$ cat config.mk
export PLATFORM = sky130hd
export DESIGN_NAME = bus_window_supervisor
export DESIGN_NICKNAME = d
export VERILOG_FILES = /design/src/rtl/bus_window_supervisor.sv
export SDC_FILE = /design/constraint.sdc
export NUM_CORES = 1
export LEC_CHECK = 0
export BUFFER_PORTS_ARGS = -buffer_cell sky130_fd_sc_hd__buf_2
export CAP_MARGIN = 5
export CORE_UTILIZATION = 55
export CTS_CLUSTER_SIZE = 20
export DETAILED_ROUTE_END_ITERATION = 8
export GPL_ROUTABILITY_DRIVEN = 0
export PLACE_DENSITY = 0.75
export RECOVER_POWER = 25
export SYNTH_ARGS = -nofsm -noshare
export SYNTH_HDL_FRONTEND = slang
export SYNTH_SLANG_ARGS = --single-unit
$ cat constraint.sdc
create_clock -name clk -period 3.3 [get_ports clk]
set_input_delay 0.33 -clock clk [delete_from_list [all_inputs] [get_ports clk]]
set_output_delay 0.33 -clock clk [all_outputs]
set_load 0.005 [all_outputs]
$ cat src/rtl/bus_window_supervisor.sv
module bus_window_supervisor #(
  parameter int CODE_W = 8,
  parameter int CLK_HZ = 10_000_000,
  parameter logic [CODE_W-1:0] TH_LOW = 20,
  parameter logic [CODE_W-1:0] TH_REL = 168,
  parameter logic [CODE_W-1:0] TH_OV  = 174,
  parameter int VALID_CYC = (CLK_HZ / 1_000_000) * 130,
  parameter int OL_CYC    = CLK_HZ / 1_000_000,
  parameter int OV_CYC    = (CLK_HZ / 1_000_000) * 5,
  parameter int PD_CYC    = (CLK_HZ / 1000) * 625,
  parameter int SURGE_CYC = CLK_HZ / 2_000_000
) (
  input  logic              clk,
  input  logic              rst,
  input  logic              pd_ack,
  input  logic [3:0]        op_phase,
  input  logic [CODE_W-1:0] sample,
  input  logic              sample_vld,
  input  logic              cs_hi_cmp,
  input  logic              cs_lo_cmp,
  output logic              pfc_en,
  output logic              bus_valid,
  output logic              ol_flt,
  output logic              ov_flt,
  output logic              surge_flt,
  output logic              pd_req
);

  localparam int VW = $clog2(VALID_CYC + 1);
  localparam int LW = $clog2(OL_CYC + 1);
  localparam int OW = $clog2(OV_CYC + 1);
  localparam int PW = $clog2(PD_CYC + 1);
  localparam int SW = $clog2(SURGE_CYC + 1);

  logic low_q, rel_q, trip_q;
  logic [VW-1:0] v_cnt;
  logic [LW-1:0] l_cnt;
  logic [OW-1:0] o_cnt;
  logic [PW-1:0] p_cnt;
  logic [SW-1:0] s_cnt;

  wire clr     = rst | pd_ack;
  wire in_corr = !low_q && !rel_q;
  wire ph_act  = (op_phase >= 4'd3) && (op_phase <= 4'd8);
  wire ph_pre  = op_phase == 4'd7;
  wire ph_run  = op_phase == 4'd8;
  wire ol_cond = ph_act && low_q;
  wire ov_cond = ph_act && (bus_valid ? trip_q : rel_q);
  wire pd_cond = ph_run && trip_q;
  wire sg_cond = trip_q && ((ph_pre && cs_hi_cmp) || (ph_run && cs_lo_cmp));

  wire ol_hit = ol_cond && (l_cnt == LW'(OL_CYC - 1));
  wire ov_hit = ov_cond && (o_cnt == OW'(OV_CYC - 1));
  wire pd_hit = pd_cond && (p_cnt == PW'(PD_CYC - 1));
  wire v_hit  = in_corr && (v_cnt == VW'(VALID_CYC - 1));

  always_ff @(posedge clk) begin
    if (clr) begin
      low_q  <= 1'b1;
      rel_q  <= 1'b0;
      trip_q <= 1'b0;
    end else if (sample_vld) begin
      low_q  <= sample < TH_LOW;
      rel_q  <= sample > TH_REL;
      trip_q <= sample > TH_OV;
    end
  end

  always_ff @(posedge clk) begin
    if (clr || !in_corr)                v_cnt <= '0;
    else if (v_cnt != VW'(VALID_CYC))   v_cnt <= v_cnt + 1'b1;
    if (clr || !ol_cond)                l_cnt <= '0;
    else if (l_cnt != LW'(OL_CYC))      l_cnt <= l_cnt + 1'b1;
    if (clr || !ov_cond)                o_cnt <= '0;
    else if (o_cnt != OW'(OV_CYC))      o_cnt <= o_cnt + 1'b1;
    if (clr || !pd_cond)                p_cnt <= '0;
    else if (p_cnt != PW'(PD_CYC))      p_cnt <= p_cnt + 1'b1;
    if (clr || !sg_cond)                s_cnt <= '0;
    else if (s_cnt != SW'(SURGE_CYC))   s_cnt <= s_cnt + 1'b1;
  end

  always_ff @(posedge clk) begin
    if (clr) begin
      bus_valid <= 1'b0;
      ol_flt    <= 1'b0;
      ov_flt    <= 1'b0;
      pd_req    <= 1'b0;
    end else begin
      if (v_hit)        bus_valid <= 1'b1;
      if (ol_hit)       ol_flt <= 1'b1;
      else if (in_corr) ol_flt <= 1'b0;
      if (ov_hit)       ov_flt <= 1'b1;
      else if (in_corr) ov_flt <= 1'b0;
      if (pd_hit)       pd_req <= 1'b1;
    end
  end

  assign surge_flt = s_cnt == SW'(SURGE_CYC);
  assign pfc_en    = bus_valid && !ol_flt && !ov_flt && !pd_req;

  assert_restart_state_R1: assert property (@(posedge clk) disable iff (rst)
    pd_ack |=> !pfc_en && !bus_valid && !pd_req && !ol_flt && !ov_flt);

  assert_held_compare_R2: assert property (@(posedge clk) disable iff (rst)
    (!sample_vld && !pd_ack) |=> $stable(low_q) && $stable(rel_q) && $stable(trip_q));

  assert_ol_cause_R4: assert property (@(posedge clk) disable iff (rst)
    $rose(ol_flt) |-> $past(low_q));

  assert_phase_gate_R6: assert property (@(posedge clk) disable iff (rst)
    ($rose(ol_flt) || $rose(ov_flt)) |-> $past(ph_act));

  assert_ov_release_R7: assert property (@(posedge clk) disable iff (rst)
    $fell(ov_flt) |-> ($past(!rel_q && !low_q) || $past(pd_ack)));

  assert_pd_sticky_R8: assert property (@(posedge clk) disable iff (rst)
    (pd_req && !pd_ack) |=> pd_req);

endmodule

# ---- Word-level counts from Yosys, hierarchy flattened
# Cells that the tools add are included.
dict set report word_totals {
  reg_bits 54
  in_bits 18
  out_inout_bits 6
  wordCells 72
}
dict set report op_classes {
  addsub 5
  order_cmp 5
  n_eq_ne 12
  muxes 4
  n_bitwise 1
  reduce_logical 33
}
# op n
set op_table {}
lappend op_table {{$add A23 B1 Y23 const B} 1}
lappend op_table {{$eq A23 B23 Y1 const B} 1}
lappend op_table {{$ne A23 B23 Y1 const B} 1}
lappend op_table {{$gt A8 B8 Y1 const B} 2}
lappend op_table {{$logic_and A1 B1 Y1} 15}
lappend op_table {{$add A11 B1 Y11 const B} 1}
lappend op_table {{$eq A11 B11 Y1 const B} 1}
lappend op_table {{$ne A11 B11 Y1 const B} 1}
lappend op_table {{$logic_not A1 Y1} 10}
lappend op_table {{$eq A4 B4 Y1 const B} 2}
lappend op_table {{$lt A8 B5 Y1 const B} 1}
lappend op_table {{$add A6 B1 Y6 const B} 1}
lappend op_table {{$eq A6 B6 Y1 const B} 1}
lappend op_table {{$logic_or A1 B1 Y1} 6}
lappend op_table {{$ne A6 B6 Y1 const B} 1}
lappend op_table {{$add A4 B1 Y4 const B} 1}
lappend op_table {{$eq A4 B3 Y1 const B} 1}
lappend op_table {{$ge A4 B2 Y1 const B} 1}
lappend op_table {{$le A4 B4 Y1 const B} 1}
lappend op_table {{$mux W1} 4}
lappend op_table {{$ne A4 B4 Y1 const B} 1}
lappend op_table {{$reduce_bool A2 Y1} 2}
lappend op_table {{$add A3 B1 Y3 const B} 1}
lappend op_table {{$eq A3 B3 Y1 const B} 1}
lappend op_table {{other kinds (2)} 2}

# ---- Longest topological paths before layout
# Gate-level depths: netlist of run 1.
dict set report depth {
  depth_word 6
  depth_mapped 6
  ltp_nobuf 5
}

# ---- Worst setup path after synthesis of run 1
# Ideal clock, no wire load.
dict set report synth_path {
  path_kind {input-to-reg}
  startpoint {in pd_ack}
  endpoint {reg p_cnt[16]}
  setup_time_ns 0.059
  arrival_time_ns 1.885
  slack_ns 1.356
  cell_stages 6
  cell_sequence {or3b_2 > clkbuf_1 > or2_2 > clkbuf_1 > or4_1 > nand2_1}
}
dict set report synth_via {
  elab_chain_len 2
}
# element line
set synth_rtl {}
lappend synth_rtl {{start, declared} 15} ;# input logic pd_ack,
lappend synth_rtl {{$or A1 B1 Y1} 42} ;# wire clr = rst | pd_ack;
lappend synth_rtl {{$logic_or A1 B1 Y1} 76} ;# if (clr || !pd_cond) p_cnt <= '0;
lappend synth_rtl {{end signal, assigned} 77} ;# else if (p_cnt != PW'(PD_CYC)) p_cnt <= p_cnt + 1'b1;
lappend synth_rtl {{end, declared} 39} ;# logic [PW-1:0] p_cnt;
# No other way between the ends.
# A chain may end at the register's enable or synchronous reset.

# ---- Worst setup path after layout of run 1
dict set report layout_path {
  startpoint {reg trip_q}
  endpoint {reg p_cnt[16]}
}
dict set report layout_via {
  elab_chain_len 3
}
# element line
set layout_rtl {}
lappend layout_rtl {{start, declared} 35} ;# logic low_q, rel_q, trip_q;
lappend layout_rtl {{start signal, assigned} 65} ;# trip_q <= sample > TH_OV;
lappend layout_rtl {{$logic_and A1 B1 Y1} 49} ;# wire pd_cond = ph_run && trip_q;
lappend layout_rtl {{$logic_not A1 Y1} 76}
lappend layout_rtl {{$logic_or A1 B1 Y1} 76}
# No other way between the ends.

==> results of run 1 <==
-- report_power, final --
group | total (mW) | switching [mW] | internal [mW]
Combinational | 0.0311 | 0.0169 | 0.0142
Sequential | 0.656 | 0.00279 | 0.653
Clock | 0.351 | 0.205 | 0.147
Total | 1.04 | 0.224 | 0.814
-- cell families after synthesis --
family,Yosys count
AO/OA/AOI/OAI,52
XOR/XNOR,25
adder cells (fa/ha/maj),12
buffers and inverters,25
flip-flops,54
multiplexers,2
AND/OR/NAND/NOR,143
-- metrics by stage --
| step | area [um2] | hold slack (ps) | util, % | power, mW |
|---|---|---|---|---|
| floorplan | 2650 | 447 | - | 0.684 |
| global placement | 2800 | 474 | 62.2 | 0.702 |
| detailed placement | 2800 | 483 | 62.2 | 0.703 |
| CTS | 2880 | 285 | 63.9 | 1.05 |
| global route | 2870 | 299 | 63.8 | 1.08 |
| finish | 2870 | 291 | 63.8 | 1.04 |
-- final cells by class --
type	count	area [um2]	area share, %
inverters	17	63.8	2.22
flip-flops and latches	54	1080	37.6
repair buffers	23	110	3.83
multi-input cells	234	1480	51.4
well taps	52	65.1	2.26
clock buffers	7	76.3	2.66
-- how the worst max path moves through the flow --
stage / start / to / slack [ps] / cells past startpoint
floorplan: pd_ack / p_cnt[16] / 1360 / 6
global placement: pd_ack / p_cnt[16] / 1110 / 5
detailed placement: pd_ack / p_cnt[16] / 1100 / 5
CTS: trip_q / p_cnt[16] / 1240 / 4
global route: trip_q / p_cnt[16] / 1130 / 4
finish: trip_q / p_cnt[16] / 1240 / 4
-- critical path: cells and delay by family (launching register included) --
kind	cells	cell delay [ps]
flip-flops	1	330
AND/OR/NAND/NOR	4	1690
-- state kept, by name, summed over array words and instances (netlist names) --
signal	flops
p_cnt	23
rel_q	1
bus_valid	1
trip_q	1
low_q	1
v_cnt	11
l_cnt	4
ol_flt	1
pd_req	1
o_cnt	6
ov_flt	1
s_cnt	3
-- metal layers --
layer	vias up	part of all wire, %	track usage, %
met4	0	0.87	4.67
met5	-	0	0
met1	1021	52	28.5
met3	5	4.1	6.33
met2	38	43	32.2
li1	1166	-	-
-- cell usage in the layout (no fill, tap or decap), types with 13 or more instances in the layout --
cell      n
nand2_1  22
nand3_1  20
xor2_1   13
o21ai_0  15
nor2_1   38
dfxtp_1  54
buf_2    19
a21oi_1  16
inv_1    17
==> flow_summary_export.csv, run 1 <==
group,metric,value,unit
outcome,status,"complete, no violations",
critical_path,crit_path_start_kind,"register",
clock_tree,numClockSinks,54,
synth,synth_top_area_cell,"dfxtp_1",
die,io_pins,24,
clock_tree,clk_path_buf_depth,2,
clock_tree,cts_hold_buffers,0,
routing,wire_per_inst,12.7,um
routing,firstDrtPassIters,4,
synth,syn_area,2650,um2
synth,ys_seq_area_share,40.8,%
global_route,grt_max_degree,24,
die,die_w,71.4,um
critical_path,arrival,2320,ps
critical_path,worstRegToRegCells,4,
placed_design,port_buffers,23,
critical_path,slowest_delay,550,ps
layout,fin_nets,365,
power,powerDensity,361,nW/um2
synth,synthDistinctLibCells,43,
timing,fin_worst_skew,5.90,ps
clock_tree,clockRootBuffer,"clkbuf_8",
synth,synthArstFlopShare,0,%
routing,postRouteAntennaNets,0,
timing,period_minus_slack,2060,ps
timing,worstMarginPinSlew,612,ps
global_route,antenna_found_initial,0,
die,initial_utilization,58.9,%
critical_path,cp.required,3560,ps
worst_hold_path,hold_start,"sample_vld",
clock_tree,cts_tree,"yes",
critical_path,end_kind,"register",
timing,timing.fmax,484,MHz
critical_path,reg2reg_slack,1240,ps
synth,yosys-top-cells-area,"dfxtp_1 41%, ha_1 5.7%, nor2_1 5.4%",
power,p_leak,0.941,nW
placed_design,place_ws,1100,ps
global_route,grt_first_pass_wirelength,8.36,mm
critical_path,worstReg2RegEnd,"p_cnt[16]",
layout,instances_no_fill,387,
synth,netlist.area_leader.share,40.8,%
timing,relSlewSlack,58.8,%
routing,vias,2230,
critical_path,cpMaxStageDelayCell,"or4_1",
power,vdd_drop_max,0.244,mV
layout,areaGrowthSynthToFinish,8.35,%
clock_tree,ctsResizeCount,0,
synth,synth_warnings,0,
layout,fill_cells,393,
synth,synth_edf_count,0,
clock_tree,htree_levels,2,
global_route,grt-ovfl-total,0,
routing,drtIter0Drc,140,
timing,slew_violations,0,
clock_tree,clk_pin_slew,90,ps
synth,synth_fa_ha_area_share,5.66,%
die,core,4500,um2
worst_hold_path,hp-class,"primary input to register",
die,die_area,5100,um2
timing,fin_tns_setup,0,ps
critical_path,crit_fanout,23,
synth,muxShareOfSynthArea,0.802,%
synth,netlist_instances,313,
synth,synth-seq-cells,54,
placed_design,numPlacedInstances,380,
synth,synth_nets,343,
synth,postSynth.topFlopCell,"dfxtp_1",
timing,finalCritPeriodShare,62.6,%
global_route,track_usage,20.7,%
synth,synthSimpleGateAreaFrac,28.9,%
timing,rsz0062_at_grt,"false",
layout,drive_gt1_share,9.25,%
timing,hold_viol_final,0,
die,rows,24,
synth,synth_top_family_by_area,"simple AND/OR/NAND/NOR gates",
routing,drt_wl_total,4.92,mm
critical_path,path_cells,"or3b_2 -> or2_2 -> or4_1 -> nand2_1",
routing,drc,0,
clock_tree,clk_latency,310,ps
clock_tree,cts_made_buffers,5,
layout,num_antenna_cells,0,
timing,setup_ws,1240,ps
die,die_y,71.4,um
routing,via_per_inst,5.76,
placed_design,dp_hpwl,3.55,mm
synth,synth_common_cells,"54 x dfxtp_1, 38 x nor2_1, 22 x nand2_1",
critical_path,critPathKind,"register to register",
timing,report.final.setup_viol,0,
clock_tree,post_cts_buffers,0,
job,drv_cap,0,
synth,synth-compound-area-share,12.1,%
worst_hold_path,min_to,"trip_q",
critical_path,r2r_start,"trip_q",
synth,syn_area_per_cell,8.47,um2
synth,synth_xor_area_share,8.26,%
synth,yosysMostFrequentCell,"dfxtp_1",
worst_hold_path,hold_depth,2,
global_route,first_global_vias,1930,
Note: power is estimated with default switching activity, not from simulation.
==> run 2, diff against run 1 <==
==> constraint.sdc (replaced) <==
create_clock -name clk -period 2.13 [get_ports clk]
set_input_delay 0.213 -clock clk [delete_from_list [all_inputs] [get_ports clk]]
set_output_delay 0.213 -clock clk [all_outputs]
set_load 0.005 [all_outputs]
==> flow_summary_export.csv, run 2 (synthesis results as in run 1) <==
group,metric,value,unit
outcome,status,"complete, no violations",
critical_path,worstReg2RegEnd,"p_cnt[0]",
critical_path,startpoint,"p_cnt[5]",
die,die_area,5100,um2
power,p_leak,0.965,nW
critical_path,critPathKind,"register to register",
layout,top_register,"p_cnt",
routing,drtIter0Drc,112,
critical_path,arrival,2280,ps
clock_tree,clockRootBuffer,"clkbuf_8",
critical_path,worstSetupEndpoint,"p_cnt[0]",
clock_tree,cts_hold_buffers,0,
global_route,grt_first_pass_wirelength,8.73,mm
global_route,grt-ovfl-total,0,
power,pwr-share-seq,57.7,%
power,intPower,1.38,mW
routing,drc,0,
layout,num_antenna_cells,0,
timing,slew_violations,0,
critical_path,reg2reg_slack,110,ps
layout,final_cell_mix,"54 x dfxtp_1, 38 x nor2_1, 22 x nand2_1",
layout,layout_commonest_cell,"dfxtp_1",
routing,firstDrtPassIters,4,
routing,via_per_inst,5.81,
global_route,grt_max_degree,23,
die,core,4500,um2
layout,multiInputGateArea,1480,um2
timing,period_minus_slack,2020,ps
layout,final-seq-area,1080,um2
layout,top_regs,"p_cnt (23), v_cnt (11), o_cnt (6)",
layout,largest_reg_flops,23,
routing,drt_wl_total,4.91,mm
timing,relSlewSlack,58.5,%
routing,postRouteAntennaNets,0,
global_route,track_usage,21.7,%
die,rows,24,
clock_tree,ctsResizeCount,0,
routing,wire_per_inst,12.6,um
die,die_y,71.4,um
timing,finalCritPeriodShare,94.9,%
layout,areaGrowthSynthToFinish,10.4,%
timing,fin_tns_setup,0,ps
timing,report.final.setup_viol,0,
global_route,antenna_found_initial,0,
clock_tree,clk_latency,320,ps
layout,fill_cells,383,
critical_path,crit_fanout,6,
clock_tree,numClockSinks,54,
power,vdd_drop_max,0.464,mV
critical_path,crit_path_start_kind,"register",
critical_path,cp.required,2390,ps
global_route,first_global_vias,2025,
job,drv_cap,0,
layout,stdcell_area,2930,um2
power,p_sw_share,21.4,%
die,die_w,71.4,um
power,power,1.76,mW
clock_tree,clk_path_buf_depth,2,
power,pwr-share-comb,2.8,%
critical_path,r2r_start,"p_cnt[5]",
power,power_switching,0.377,mW
layout,drive_gt1_share,10.9,%
timing,hold_viol_final,0,
placed_design,place_area,2820,um2
clock_tree,clk_pin_slew,100,ps
layout,fin_nets,367,
clock_tree,cts_tree,"yes",
placed_design,dp_hpwl,3.63,mm
timing,worstMarginPinSlew,617,ps
worst_hold_path,hp-class,"primary input to register",
clock_tree,cts_made_buffers,5,
placed_design,port_buffers,23,
power,p_clk_share,39.6,%
power,powerDensity,602,nW/um2
critical_path,end_kind,"register",
routing,vias,2267,
timing,timing.fmax,495,MHz
timing,fin_worst_skew,4.94,ps
clock_tree,post_cts_buffers,0,
die,initial_utilization,58.9,%
timing,rsz0062_at_grt,"false",
critical_path,worstRegToRegCells,4,
clock_tree,htree_levels,2,
die,io_pins,24,
[run 2: worst min-delay path by stage]
stage	startpoint	endpoint	slack [ps]	cells after the start
2_1_floorplan	sample_vld	trip_q	330	1
3_3_place_gp	p_cnt[21]	p_cnt[21]	470	2
3_5_place_dp	sample_vld	trip_q	480	2
4_1_cts	sample_vld	trip_q	140	2
5_1_grt	sample_vld	trip_q	170	2
6_report	sample_vld	trip_q	150	2
[run 2: metal layers]
layer | up-vias | wire [um] | track usage, %
met5 | - | 0 | 0
met1 | 1055 | 2480 | 29.4
met3 | 5 | 232 | 5.49
met4 | 0 | 73 | 8.00
met2 | 44 | 2120 | 33.4
li1 | 1163 | - | -
[run 2: power by group through the flow]
stage / Sequential, mW / Clock, mW / Combinational, mW
after global routing: 1.02 / 0.756 / 0.0559
after detailed placement: 1.04 / 0 / 0.0493
after global placement: 1.04 / 0 / 0.0482
final: 1.02 / 0.697 / 0.0484
after CTS: 1.02 / 0.718 / 0.0493
after floorplan: 1.04 / 0 / 0.0219
[run 2: final cells by class]
type	instances	share of cell area, %
clock buffers	5	2.35
clock inverters	3	1.54
inverters	17	2.18
multi-input cells	234	50.4
flip-flops and latches	54	36.9
well taps	52	2.22
repair buffers	25	4.32
[run 2: worst max-delay path: stages, from the launching register on]
cell and delay (ps):
dfxtp_1 370, or4_1 540, or4_4 560, or3_1 370
a21oi_1 130
[run 2: metrics by stage]
step           setup WS (ps)  util (%)  hold WS [ps]  std cells
2_1_floorplan            219         -           330        313
3_3_place_gp             182      62.5           475        382
3_5_place_dp             144      62.5           482        382
4_1_cts                  105      65.1           138        390
5_1_grt                 27.8      65.0           166        390
6_report                 108      65.0           153        390
